File: config.mk
export PLATFORM = sky130hd
export DESIGN_NAME = spdif_rx_ctrl
export DESIGN_NICKNAME = d
export VERILOG_FILES = /design/src/rtl/spdif_rx_pkg.sv /design/src/rtl/spdif_rx_track.sv /design/src/rtl/spdif_rx_store.sv /design/src/rtl/spdif_rx_ctrl.sv
export SDC_FILE = /design/constraint.sdc
export NUM_CORES = 1
export LEC_CHECK = 0
export ABC_AREA = 1
export BUFFER_PORTS_ARGS = -buffer_cell sky130_fd_sc_hd__buf_2
export CORE_UTILIZATION = 60
export CTS_CLUSTER_SIZE = 24
export DETAILED_ROUTE_END_ITERATION = 10
export PLACE_DENSITY_LB_ADDON = 0.12
export SYNTH_ARGS = -nofsm -noshare
export SYNTH_HDL_FRONTEND = slang
export SYNTH_SLANG_ARGS = --single-unit
File: constraint.sdc
create_clock -name clk -period 2 [get_ports clk]
set_input_delay 0.4 -clock clk [delete_from_list [all_inputs] [get_ports clk]]
set_output_delay 0.4 -clock clk [all_outputs]
set_load 0.01 [all_outputs]
File: src/rtl/spdif_rx_pkg.sv
package spdif_rx_pkg;

    localparam int SF_W   = 28;
    localparam int AUD_W  = 24;
    localparam int BIT_U  = 25;
    localparam int BIT_C  = 26;
    localparam int STAT_W = 7;
    localparam int HIST_W = 32;

    typedef enum logic [1:0] {
        PRE_BLK  = 2'd0,
        PRE_CH1  = 2'd1,
        PRE_CH2  = 2'd2,
        PRE_LOST = 2'd3
    } pre_e;

    typedef struct packed {
        logic sync;
        logic par_err;
        logic pre_err;
        logic ovr;
        logic rdy2;
        logic rdy1;
        logic idle;
    } rx_stat_t;

    localparam logic [2:0] A_CTRL = 3'd0;
    localparam logic [2:0] A_STAT = 3'd1;
    localparam logic [2:0] A_AUD1 = 3'd2;
    localparam logic [2:0] A_AUD2 = 3'd3;
    localparam logic [2:0] A_CSH  = 3'd4;
    localparam logic [2:0] A_USH  = 3'd5;
    localparam logic [2:0] A_CNT  = 3'd6;

    function automatic logic parity_bad(input logic [SF_W-1:0] d);
        return ^d;
    endfunction

    function automatic pre_e next_pre(input logic sync, input logic at_start);
        if (sync)          return PRE_CH2;
        else if (at_start) return PRE_BLK;
        else               return PRE_CH1;
    endfunction

endpackage

File: src/rtl/spdif_rx_track.sv
module spdif_rx_track
    import spdif_rx_pkg::*;
#(
    parameter int FRAMES = 192,
    localparam int WORDS = 2 * FRAMES,
    localparam int FW    = $clog2(FRAMES),
    localparam int WW    = $clog2(WORDS)
) (
    input  logic          clk,
    input  logic          rst,
    input  logic          en,
    input  logic          sf_valid,
    input  logic [1:0]    sf_pre,
    output logic          take,
    output logic          is_ch2,
    output logic          pre_bad,
    output logic          sync,
    output logic [FW-1:0] fcnt,
    output logic [WW-1:0] wcnt
);

    pre_e pre_in;
    pre_e pre_exp;
    logic hit;

    assign pre_in  = pre_e'(sf_pre);
    assign pre_exp = next_pre(sync, fcnt == '0);
    assign hit     = en && sf_valid;
    assign take    = hit && (pre_in != PRE_LOST);
    assign is_ch2  = (pre_in == PRE_CH2);
    assign pre_bad = hit && (pre_in != pre_exp);

    function automatic logic [WW-1:0] wnext(input logic [WW-1:0] w);
        return (w == WW'(WORDS - 1)) ? '0 : w + 1'b1;
    endfunction

    always_ff @(posedge clk) begin
        if (rst || !en) begin
            fcnt <= '0;
            wcnt <= '0;
            sync <= 1'b0;
        end else if (take) begin
            unique case (pre_in)
                PRE_BLK: begin
                    fcnt <= '0;
                    wcnt <= WW'(1);
                    sync <= 1'b1;
                end
                PRE_CH1: begin
                    wcnt <= wnext(wcnt);
                    sync <= 1'b1;
                end
                default: begin
                    fcnt <= (fcnt == FW'(FRAMES - 1)) ? '0 : fcnt + 1'b1;
                    wcnt <= wnext(wcnt);
                    sync <= 1'b0;
                end
            endcase
        end
    end


    frame_range_chk: assert property (@(posedge clk) disable iff (rst)
        (fcnt < FW'(FRAMES)) && (wcnt < WW'(WORDS)));


    idle_counters_chk: assert property (@(posedge clk) disable iff (rst)
        !en |=> (fcnt == '0) && (wcnt == '0) && !sync);


    sync_follow_chk: assert property (@(posedge clk) disable iff (rst)
        (take && en) |=> (sync == !$past(is_ch2)) || !en);

endmodule

File: src/rtl/spdif_rx_store.sv
module spdif_rx_store
    import spdif_rx_pkg::*;
(
    input  logic              clk,
    input  logic              rst,
    input  logic              en,
    input  logic              take,
    input  logic              is_ch2,
    input  logic              pre_bad,
    input  logic              sync,
    input  logic [SF_W-1:0]   sf_data,
    input  logic              rd1,
    input  logic              rd2,
    input  logic [STAT_W-1:0] w1c,
    output rx_stat_t          stat,
    output logic [AUD_W-1:0]  aud1,
    output logic [AUD_W-1:0]  aud2,
    output logic [HIST_W-1:0] csh,
    output logic [HIST_W-1:0] ush
);

    logic rdy1, rdy2, ovr, pre_err, par_err;
    logic clr1, clr2, take1, take2;

    assign clr1  = rd1 || w1c[1];
    assign clr2  = rd2 || w1c[2];
    assign take1 = take && !is_ch2;
    assign take2 = take && is_ch2;

    always_ff @(posedge clk) begin
        if (rst || !en) begin
            rdy1    <= 1'b0;
            rdy2    <= 1'b0;
            ovr     <= 1'b0;
            pre_err <= 1'b0;
            par_err <= 1'b0;
        end else begin
            if (take1)     rdy1 <= 1'b1;
            else if (clr1) rdy1 <= 1'b0;
            if (take2)     rdy2 <= 1'b1;
            else if (clr2) rdy2 <= 1'b0;
            if ((take1 && rdy1 && !clr1) || (take2 && rdy2 && !clr2)) ovr <= 1'b1;
            else if (w1c[3]) ovr <= 1'b0;
            if (pre_bad)     pre_err <= 1'b1;
            else if (w1c[4]) pre_err <= 1'b0;
            if (take && parity_bad(sf_data)) par_err <= 1'b1;
            else if (w1c[5])                 par_err <= 1'b0;
        end
    end

    always_ff @(posedge clk) begin
        if (rst) begin
            aud1 <= '0;
            aud2 <= '0;
            csh  <= '0;
            ush  <= '0;
        end else begin
            if (take1) begin
                aud1 <= sf_data[AUD_W-1:0];
                csh  <= {csh[HIST_W-2:0], sf_data[BIT_C]};
                ush  <= {ush[HIST_W-2:0], sf_data[BIT_U]};
            end
            if (take2) aud2 <= sf_data[AUD_W-1:0];
        end
    end

    always_comb begin
        if (en) stat = '{sync: sync, par_err: par_err, pre_err: pre_err, ovr: ovr,
                          rdy2: rdy2, rdy1: rdy1, idle: 1'b0};
        else    stat = '{idle: 1'b1, default: 1'b0};
    end


    overrun_set_chk: assert property (@(posedge clk) disable iff (rst)
        (en && take1 && rdy1 && !clr1) |=> (ovr || !en));


    parity_flag_chk: assert property (@(posedge clk) disable iff (rst)
        (en && take && parity_bad(sf_data)) |=> (par_err || !en));


    idle_keep_chk: assert property (@(posedge clk) disable iff (rst)
        (!en && !take) |=> $stable(aud1) && $stable(aud2) && $stable(csh) && $stable(ush));

endmodule

File: src/rtl/spdif_rx_ctrl.sv
module spdif_rx_ctrl
    import spdif_rx_pkg::*;
#(
    parameter int FRAMES = 192,
    localparam int FW    = $clog2(FRAMES),
    localparam int WW    = $clog2(2 * FRAMES)
) (
    input  logic        clk,
    input  logic        rst,
    input  logic        sf_valid,
    input  logic [1:0]  sf_pre,
    input  logic [27:0] sf_data,
    input  logic        reg_wr,
    input  logic        reg_rd,
    input  logic [2:0]  reg_addr,
    input  logic [31:0] reg_wdata,
    output logic [31:0] reg_rdata,
    output logic        irq,
    output logic        dreq
);

    logic [7:0]        ctrl;
    logic              en;
    logic              take, is_ch2, pre_bad, sync;
    logic [FW-1:0]     fcnt;
    logic [WW-1:0]     wcnt;
    logic [STAT_W-1:0] w1c;
    logic              rd1, rd2;
    rx_stat_t          stat;
    logic [AUD_W-1:0]  aud1, aud2;
    logic [HIST_W-1:0] csh, ush;
    logic [STAT_W-1:0] stat_v;

    assign en     = ctrl[0];
    assign stat_v = stat;
    assign w1c    = (reg_wr && reg_addr == A_STAT) ? reg_wdata[STAT_W-1:0] : '0;
    assign rd1    = reg_rd && (reg_addr == A_AUD1);
    assign rd2    = reg_rd && (reg_addr == A_AUD2);

    always_ff @(posedge clk) begin
        if (rst)                              ctrl <= '0;
        else if (reg_wr && reg_addr == A_CTRL) ctrl <= reg_wdata[7:0];
    end

    spdif_rx_track #(.FRAMES(FRAMES)) u_track (
        .clk(clk), .rst(rst), .en(en), .sf_valid(sf_valid), .sf_pre(sf_pre),
        .take(take), .is_ch2(is_ch2), .pre_bad(pre_bad), .sync(sync),
        .fcnt(fcnt), .wcnt(wcnt)
    );

    spdif_rx_store u_store (
        .clk(clk), .rst(rst), .en(en), .take(take), .is_ch2(is_ch2),
        .pre_bad(pre_bad), .sync(sync), .sf_data(sf_data), .rd1(rd1), .rd2(rd2),
        .w1c(w1c), .stat(stat), .aud1(aud1), .aud2(aud2), .csh(csh), .ush(ush)
    );

    always_comb begin
        unique case (reg_addr)
            A_CTRL:  reg_rdata = 32'(ctrl);
            A_STAT:  reg_rdata = 32'(stat_v);
            A_AUD1:  reg_rdata = 32'(aud1);
            A_AUD2:  reg_rdata = 32'(aud2);
            A_CSH:   reg_rdata = 32'(csh);
            A_USH:   reg_rdata = 32'(ush);
            A_CNT:   reg_rdata = (32'(fcnt) << 16) | 32'(wcnt);
            default: reg_rdata = '0;
        endcase
    end

    assign irq  = |(stat_v[5:0] & ctrl[6:1]);
    assign dreq = ctrl[7] && en && (stat.rdy1 || stat.rdy2);


    dreq_idle_chk: assert property (@(posedge clk) disable iff (rst)
        !ctrl[0] |-> !dreq);


    reset_idle_chk: assert property (@(posedge clk) disable iff (rst)
        $past(rst) |-> (stat_v == 7'h01) && !irq);

endmodule

-- Word-level counts from Yosys, hierarchy flattened
Index checks and enable logic that the tools add are counted.
- bits in registers: 143
- logic and storage cells: 87
- output and inout bits: 34
- $add $sub $neg: 2
- multiplexer cells: 20
- reductions and logical operators: 37
- bitwise operators: 3
- equal/unequal tests: 12
- operators by type and width (cell ; count):
    $pmux 32 s7 ; 1
    $reduce_xor 28->1 ; 1
    $or 24x9->24 ; 1
    $mux 9 ; 2
    $logic_and 1x1->1 ; 16
    $pmux 8 s2 ; 1
    $mux 1 ; 12
    $reduce_bool 2->1 ; 5
    $add 9x1->9 const B ; 1
    $eq 3x3->1 const B ; 3
    $eq 9x9->1 const B ; 1
    $add 8x1->8 const B ; 1
    $eq 8x8->1 const B ; 1
    $logic_not 8->1 ; 1
    $mux 8 ; 1
    $mux 7 ; 1
    $and 6x6->6 ; 1
    $eq 3x2->1 const B ; 2
    $mux 6 ; 1
    $reduce_or 6->1 ; 1
    $logic_or 1x1->1 ; 5
    $logic_not 1->1 ; 4
    $eq 3x1->1 const B ; 1
    $logic_not 3->1 ; 1
    9 further kinds ; 9

-- Depth between registers and ports, before layout
Gate-level depths: netlist (run 1).
- depth in word-level cells: 8
- depth in mapped cells: 13

-- By module
Synthesis (run 1) repeated with hierarchy kept, for this count alone.
- cell total of the unflattened synthesis: 1178
- area, all modules: 7599.8 µm²
- by module, submodules not included (module ; area each (µm²) ; times used ; seq. area each (µm²) ; cells each):
    spdif_rx_store ; 4635.7 ; 1 ; 2342.2 ; 644
    spdif_rx_ctrl ; 1876.8 ; 1 ; 160.2 ; 361
    spdif_rx_track ; 1087.3 ; 1 ; 360.3 ; 173

-- Worst setup path after synthesis (run 1)
OpenSTA, ideal clock, no wires.
- path kind: input -> output
- start point: input reg_addr[0]
- end point: output reg_rdata[6]
- slack: 294 ps
- data required time: 1600 ps
- arrival: 1306 ps
- stages on the path: 6
- cell sequence: inv_1 -> nand3_1 -> buf_2 -> o21ai_0 -> a221oi_1 -> nand4_1
- word-level cells in the longest chain between the ends: 2
- elaborated cells on any way between the ends: 8
- classes of those cells: 6 x eq/ne; 1 x mux; 1 x reduce/logical
- ends and longest elaborated chain (what ; RTL line ; source):
    start, declared ; spdif_rx_ctrl.sv:15 ; input logic [2:0] reg_addr,
    $eq 3x3->1, or another cell as far along ; spdif_rx_ctrl.sv:58 ; unique case (reg_addr)
    $pmux 32 s7 (*) ; spdif_rx_ctrl.sv:58 ;
    end, declared ; spdif_rx_ctrl.sv:17 ; output logic [31:0] reg_rdata,
Mark *: on every way between the ends. The rest lies on a longest branch, timed or not.

-- Worst setup path after layout (run 1)
- start point: input reg_addr[0]
- end point: output reg_rdata[3]
Same word-level chain as after synthesis.

==> run_results.csv, run 1 <==
group,metric,value,unit
sta,slew_violations,0,
yosys,ys_top_cells_by_count,"223 x nand2_1, 163 x nor2_1, 143 x dfxtp_1",
placed_design,dp.cells,1182,
yosys,seq_area_frac_synth,42.2,%
floorplanning,io_pins,104,
floorplanning,num_rows,38,
setup_path,critical-path-top-delay-family,"buffers and inverters",
worst_hold_path,hp-class,"primary input to register",
sta,finalClockSkew,9.88,ps
yosys,synthFlopType,"dfxtp_1",
clock_tree,cts.sinks,143,
finish,multi_input_area,3530,sq um
route,ant_nets,0,
yosys,yosys_register_bits,143,
finish,drive_gt1_share,18.9,%
clock_tree,worstSkewPairLatency,440,ps
route,dr.pass1.iters,5,
sta,finalSetupViolations,5,
sta,max_slew.worst_pin.slew,516,ps
placed_design,dp_hpwl,12200,um
global_routing,grt_pass1_wl,30100,um
yosys,synthCells,983,
placed_design,port_buffers,79,
finish,final_area,8330,sq um
clock_tree,cts_buffer_depth,2,
setup_path,rrSetupSlack,330,ps
sta,min_period_over_period,101,%
sta,slew_headroom,65.6,%
yosys,yosys.area.top_type,"dfxtp_1",
yosys,synth.cell_area,6780,sq um
route,via_per_inst,5.62,
finish,n_antenna_cell,0,
yosys,synthArstFlopShare,0,%
floorplanning,die-width,108,um
yosys,syn_avg_cell_area,6.90,sq um
setup_path,r2r_cells,7,
floorplanning,core-area,10900,sq um
setup_path,crit_required,1600,ps
placed_design,gp_congestion,0.936,
placed_design,place_area,7440,sq um
finish,final_util,76.1,%
yosys,synth_area_leaders,"dfxtp_1 42%, nand2_1 12%, o21ai_0 10%",
setup_path,crit_path_end_kind,"output port",
route,met1_length,8260,um
yosys,syn-num-nets,1056,
route,num_vias,6902,
power,p_leak,3.90,nW
route,wl_met2,9000,um
finish,fin_nets,1149,
floorplanning,fp.dieH,108,um
route,drc,0,
power,power.density,767,nW/um^2
run,drv_cap,0,
route,route.met3.wl,1180,um
setup_path,crit_buf_inv,4,
setup_path,crit_path_start_kind,"primary input",
yosys,synth.distinct_cells,37,
sta,hold_viol,0,
global_routing,antenna_found_initial,0,
route,dr.max_layer_used,"met4",
yosys,synth_edf_count,0,
sta,layout_setup_ws,-25.3,ps
clock_tree,htreeDepth,4,
clock_tree,cts_tree,"done",
clock_tree,numCtsBuffers,17,
power,ir_drop,0.738,mV
global_routing,grt_max_degree,85,
setup_path,path_depth,8,
setup_path,max_stage_delay,350,ps
setup_path,worstSetupPathType,"primary input to output port",
setup_path,cpMaxStageDelayCell,"a221oi_2",
sta,holdWs,197,ps
global_routing,overflow,0,
global_routing,grtUsageTotal,33.3,%
finish,synthToLayoutAreaGrowth,22.8,%
finish,layout.cells.non_filler,1229,
yosys,synth_top_area_share,42.2,%
setup_path,arrival,1630,ps
finish,fillCellCount,860,
finish,seq_area,2860,sq um
setup_path,worst-path-max-fanout,7,
clock_tree,postCtsHoldBufs,0,
sta,max_freq,494,MHz
floorplanning,die_area,11700,sq um
clock_tree,root_buffer,"clkbuf_16",
route,routedWlPerCell,15.4,um
status,failed_checks,"setup timing",
yosys,ys.warnings.count,0,
status,status,"complete, but fails checks",
yosys,yosysMostFrequentCell,"nand2_1",
setup_path,path_cells,"buf_8, buf_6, nor2_4, nand2_4, clkinvlp_4, a221oi_2, o2111ai_1, buf_2",
sta,rsz0062_at_grt,"true",
clock_tree,cts.clk_slew.worst_paths,50,ps
floorplanning,start_util,62.0,%
route,wirelength,19000,um
worst_hold_path,hold_path_depth,2,
global_routing,grt_pass1_vias,6352,
route,first_iter_violations,623,
sta,min_period,2030,ps
sta,setup_tns,-73.8,ps
==> path summary, 6_finish.rpt <==
kind,from,endpoint
setup / recovery,reg_addr[0],reg_rdata[3]
setup reg to reg,ctrl[0],u_store.aud2[10]
hold / removal,rst,ctrl[6]
hold reg to reg,ctrl[2],ctrl[2]
==> metal layers <==
| metal | vias to the layer above | GRT usage, % |
|---|---|---|
| met3 | 45 | 7.05 |
| met2 | 255 | 54.0 |
| met5 | - | 0 |
| met1 | 3164 | 42.8 |
| li1 | 3438 | - |
| met4 | 0 | 14.4 |
==> power by group <==
group | total, mW | internal, mW | leakage (nW) | switching (mW)
Clock | 2.92 | 1.70 | 0.268 | 1.21
Combinational | 0.558 | 0.208 | 2.48 | 0.350
Sequential | 2.91 | 2.89 | 1.15 | 0.0248
Total | 6.38 | 4.80 | 3.90 | 1.59
==> repair_timing <==
| item | CTS | global route |
|---|---|---|
| buffers inserted | 6 | 8 |
| gates resized for setup | 19 | 37 |
| endpoints found under the setup margin | 32 | 25 |
| endpoints found under the hold margin | 0 | 0 |
| pin swaps | 4 | 13 |
| cloned | 1 | 0 |
==> sequential cells by signal, indices dropped and copies added, names as in the netlist, 8 cells and up <==
| register | flops |
|---|---|
| ctrl | 8 |
| u_store.aud2 | 24 |
| u_store.aud1 | 24 |
| u_store.ush | 32 |
| u_track.fcnt | 8 |
| u_store.csh | 32 |
| u_track.wcnt | 9 |
==> layout make-up <==
type,count,share of cell area (%)
clock buffer,22,5.82
clock inverter,10,0.736
inverter,73,3.37
multi-input combinational,713,42.5
sequential,143,34.4
tap,140,2.10
timing repair buffer,127,11.0
timing repair inverter,1,0.0902
==> cells by family after synthesis <==
family / synth area share, %
flip-flops: 42.2
XOR/XNOR: 1.81
adder cells (fa/ha/maj): 0.554
AND/OR/NAND/NOR: 27.0
AO/OA/AOI/OAI: 20.8
buffers and inverters: 7.62
==> layout by cell type, fill, tap and decap left out, types with 9 or more instances in the layout <==
master	instances
buf_4	30
nor2_1	162
inv_1	62
clkbuf_16	17
inv_2	9
o21ai_0	129
a21oi_1	64
buf_6	11
buf_2	76
nand2_1	216
nand4_1	16
nand3_1	26
dfxtp_1	143
==> stage by stage <==
stage / setup WS, ps / power, mW
finish: -25.3 / 6.38
global route: -75.4 / 6.59
CTS: 9.40 / 6.35
detailed placement: -120 / 3.46
global placement: -116 / 3.45
floorplan: 294 / 3.27
Note: power is estimated with default switching activity, not from simulation.
==> inputs of run 2 (changes only) <==
- CORE_UTILIZATION: 60 -> 61
==> run_results.csv, run 2 (synthesis results as in run 1) <==
group,metric,value,unit
finish,fillCellCount,837,
route,drc,1,
global_routing,grt_pass1_vias,6243,
global_routing,antenna_found_initial,0,
clock_tree,cts_buffer_depth,2,
setup_path,worstSetupPathType,"register to output port",
sta,finalSetupViolations,0,
global_routing,grt_max_degree,99,
clock_tree,cts.sinks,143,
sta,min_period_over_period,99.7,%
finish,final_common_cell,"nand2_1",
placed_design,dp.cells,1186,
finish,final_util,77.2,%
sta,slew_headroom,66.4,%
floorplanning,core-area,10800,sq um
sta,max_slew.worst_pin.slew,500,ps
route,first_iter_violations,579,
floorplanning,die-width,107,um
sta,slew_violations,0,
clock_tree,cts.clk_slew.worst_paths,60,ps
sta,rsz0062_at_grt,"true",
clock_tree,cts_tree,"done",
setup_path,crit_path_end_kind,"output port",
sta,max_freq,501,MHz
global_routing,grt_pass1_wl,29800,um
floorplanning,start_util,62.5,%
global_routing,overflow,0,
sta,finalClockSkew,9.76,ps
finish,layout.cells.non_filler,1229,
power,p_leak,3.90,nW
global_routing,grtUsageTotal,33.2,%
sta,min_period,1990,ps
route,num_vias,6945,
status,status,"complete, but fails checks",
finish,synthToLayoutAreaGrowth,23.4,%
worst_hold_path,hold_path_depth,2,
run,drv_cap,0,
floorplanning,die_area,11500,sq um
placed_design,dp_hpwl,12400,um
floorplanning,fp.dieH,107,um
power,power.density,791,nW/um^2
route,dr.pass1.iters,10,
setup_path,cpMaxStageDelayCell,"dfxtp_4",
route,wirelength,18600,um
placed_design,gp_congestion,0.953,
worst_hold_path,hp-class,"primary input to register",
clock_tree,numCtsBuffers,17,
finish,n_antenna_cell,0,
setup_path,worst-path-max-fanout,4,
clock_tree,root_buffer,"clkbuf_8",
route,via_per_inst,5.65,
finish,layout_common_cells,"220 x nand2_1, 161 x nor2_1, 138 x dfxtp_1",
route,routedWlPerCell,15.1,um
power,ir_drop,0.908,mV
finish,drive_gt1_share,19.7,%
setup_path,arrival,1590,ps
setup_path,max_stage_delay,360,ps
setup_path,crit_path_start_kind,"register",
status,failed_checks,"DRC",
clock_tree,htreeDepth,4,
sta,hold_viol,0,
setup_path,crit_required,1600,ps
placed_design,port_buffers,79,
clock_tree,worstSkewPairLatency,540,ps
setup_path,path_cells,"inv_2, nor2_2, a221oi_2, buf_4, o2111ai_2, buf_2",
clock_tree,postCtsHoldBufs,0,
floorplanning,io_pins,104,
route,ant_nets,0,
finish,fin_nets,1152,
setup_path,r2r_cells,8,
floorplanning,num_rows,38,
finish,top_regs,"u_store.csh x32, u_store.ush x32",
## run 2: final timing paths
| check | start | end | slack [ps] |
|---|---|---|---|
| setup reg to reg | u_track.wcnt[1] | u_track.wcnt[3] | 230 |
| hold reg to reg | ctrl[3] | ctrl[3] | 470 |
| setup / recovery | ctrl[0] | reg_rdata[0] | 6 |
| hold / removal | rst | ctrl[6] | 110 |
## run 2: layout make-up
cell class              count  area, sq um  area share, %
multi-input cells         713         3520           42.1
inverters                  73          292           3.49
clock buffers              23          477           5.70
repair buffers            131          915           10.9
flip-flops and latches    143         2870           34.4
clock inverters             6          108           1.29
well taps                 140          175           2.09
## run 2: stage by stage
| step | area (sq um) | setup slack, ps | power (mW) | hold slack (ps) | setup TNS, ps |
|---|---|---|---|---|---|
| after global placement | 7450 | -109 | 3.45 | 455 | -1600 |
| after floorplan | 6780 | 294 | 3.27 | 444 | 0 |
| final | 8360 | 5.54 | 6.61 | 106 | 0 |
| after CTS | 8220 | -30.7 | 6.61 | 90.6 | -30.7 |
| after global routing | 8360 | -58.9 | 6.83 | 97.5 | -177 |
| after detailed placement | 7450 | -132 | 3.46 | 459 | -1660 |
## run 2: layer usage
metal,vias up,GRT usage [%],wire (um)
li1,3439,-,-
met1,3181,42.7,8200
met2,275,52.7,8470
met3,50,7.38,1130
met4,0,16.1,765
met5,-,0,0
## run 2: critical path, delay by kind of cell, from the launching register on
kind	cells	cell delay (ps)
AND/OR/NAND/NOR	1	50
flip-flops	1	360
buffers and inverters	3	380
AO/OA/AOI/OAI	2	270
## run 2: where the power goes
| group | internal (mW) | switching, mW |
|---|---|---|
| Sequential | 2.88 | 0.0243 |
| Combinational | 0.205 | 0.345 |
| Clock | 2.01 | 1.15 |
| Total | 5.10 | 1.52 |
## run 2: timing repair
action / 4_1_cts / 5_1_grt
gates resized for setup: 31 / 38
endpoints found under the setup margin: 34 / 31
cloned: 1 / 0
buffers inserted: 9 / 8
pin swaps: 5 / 10
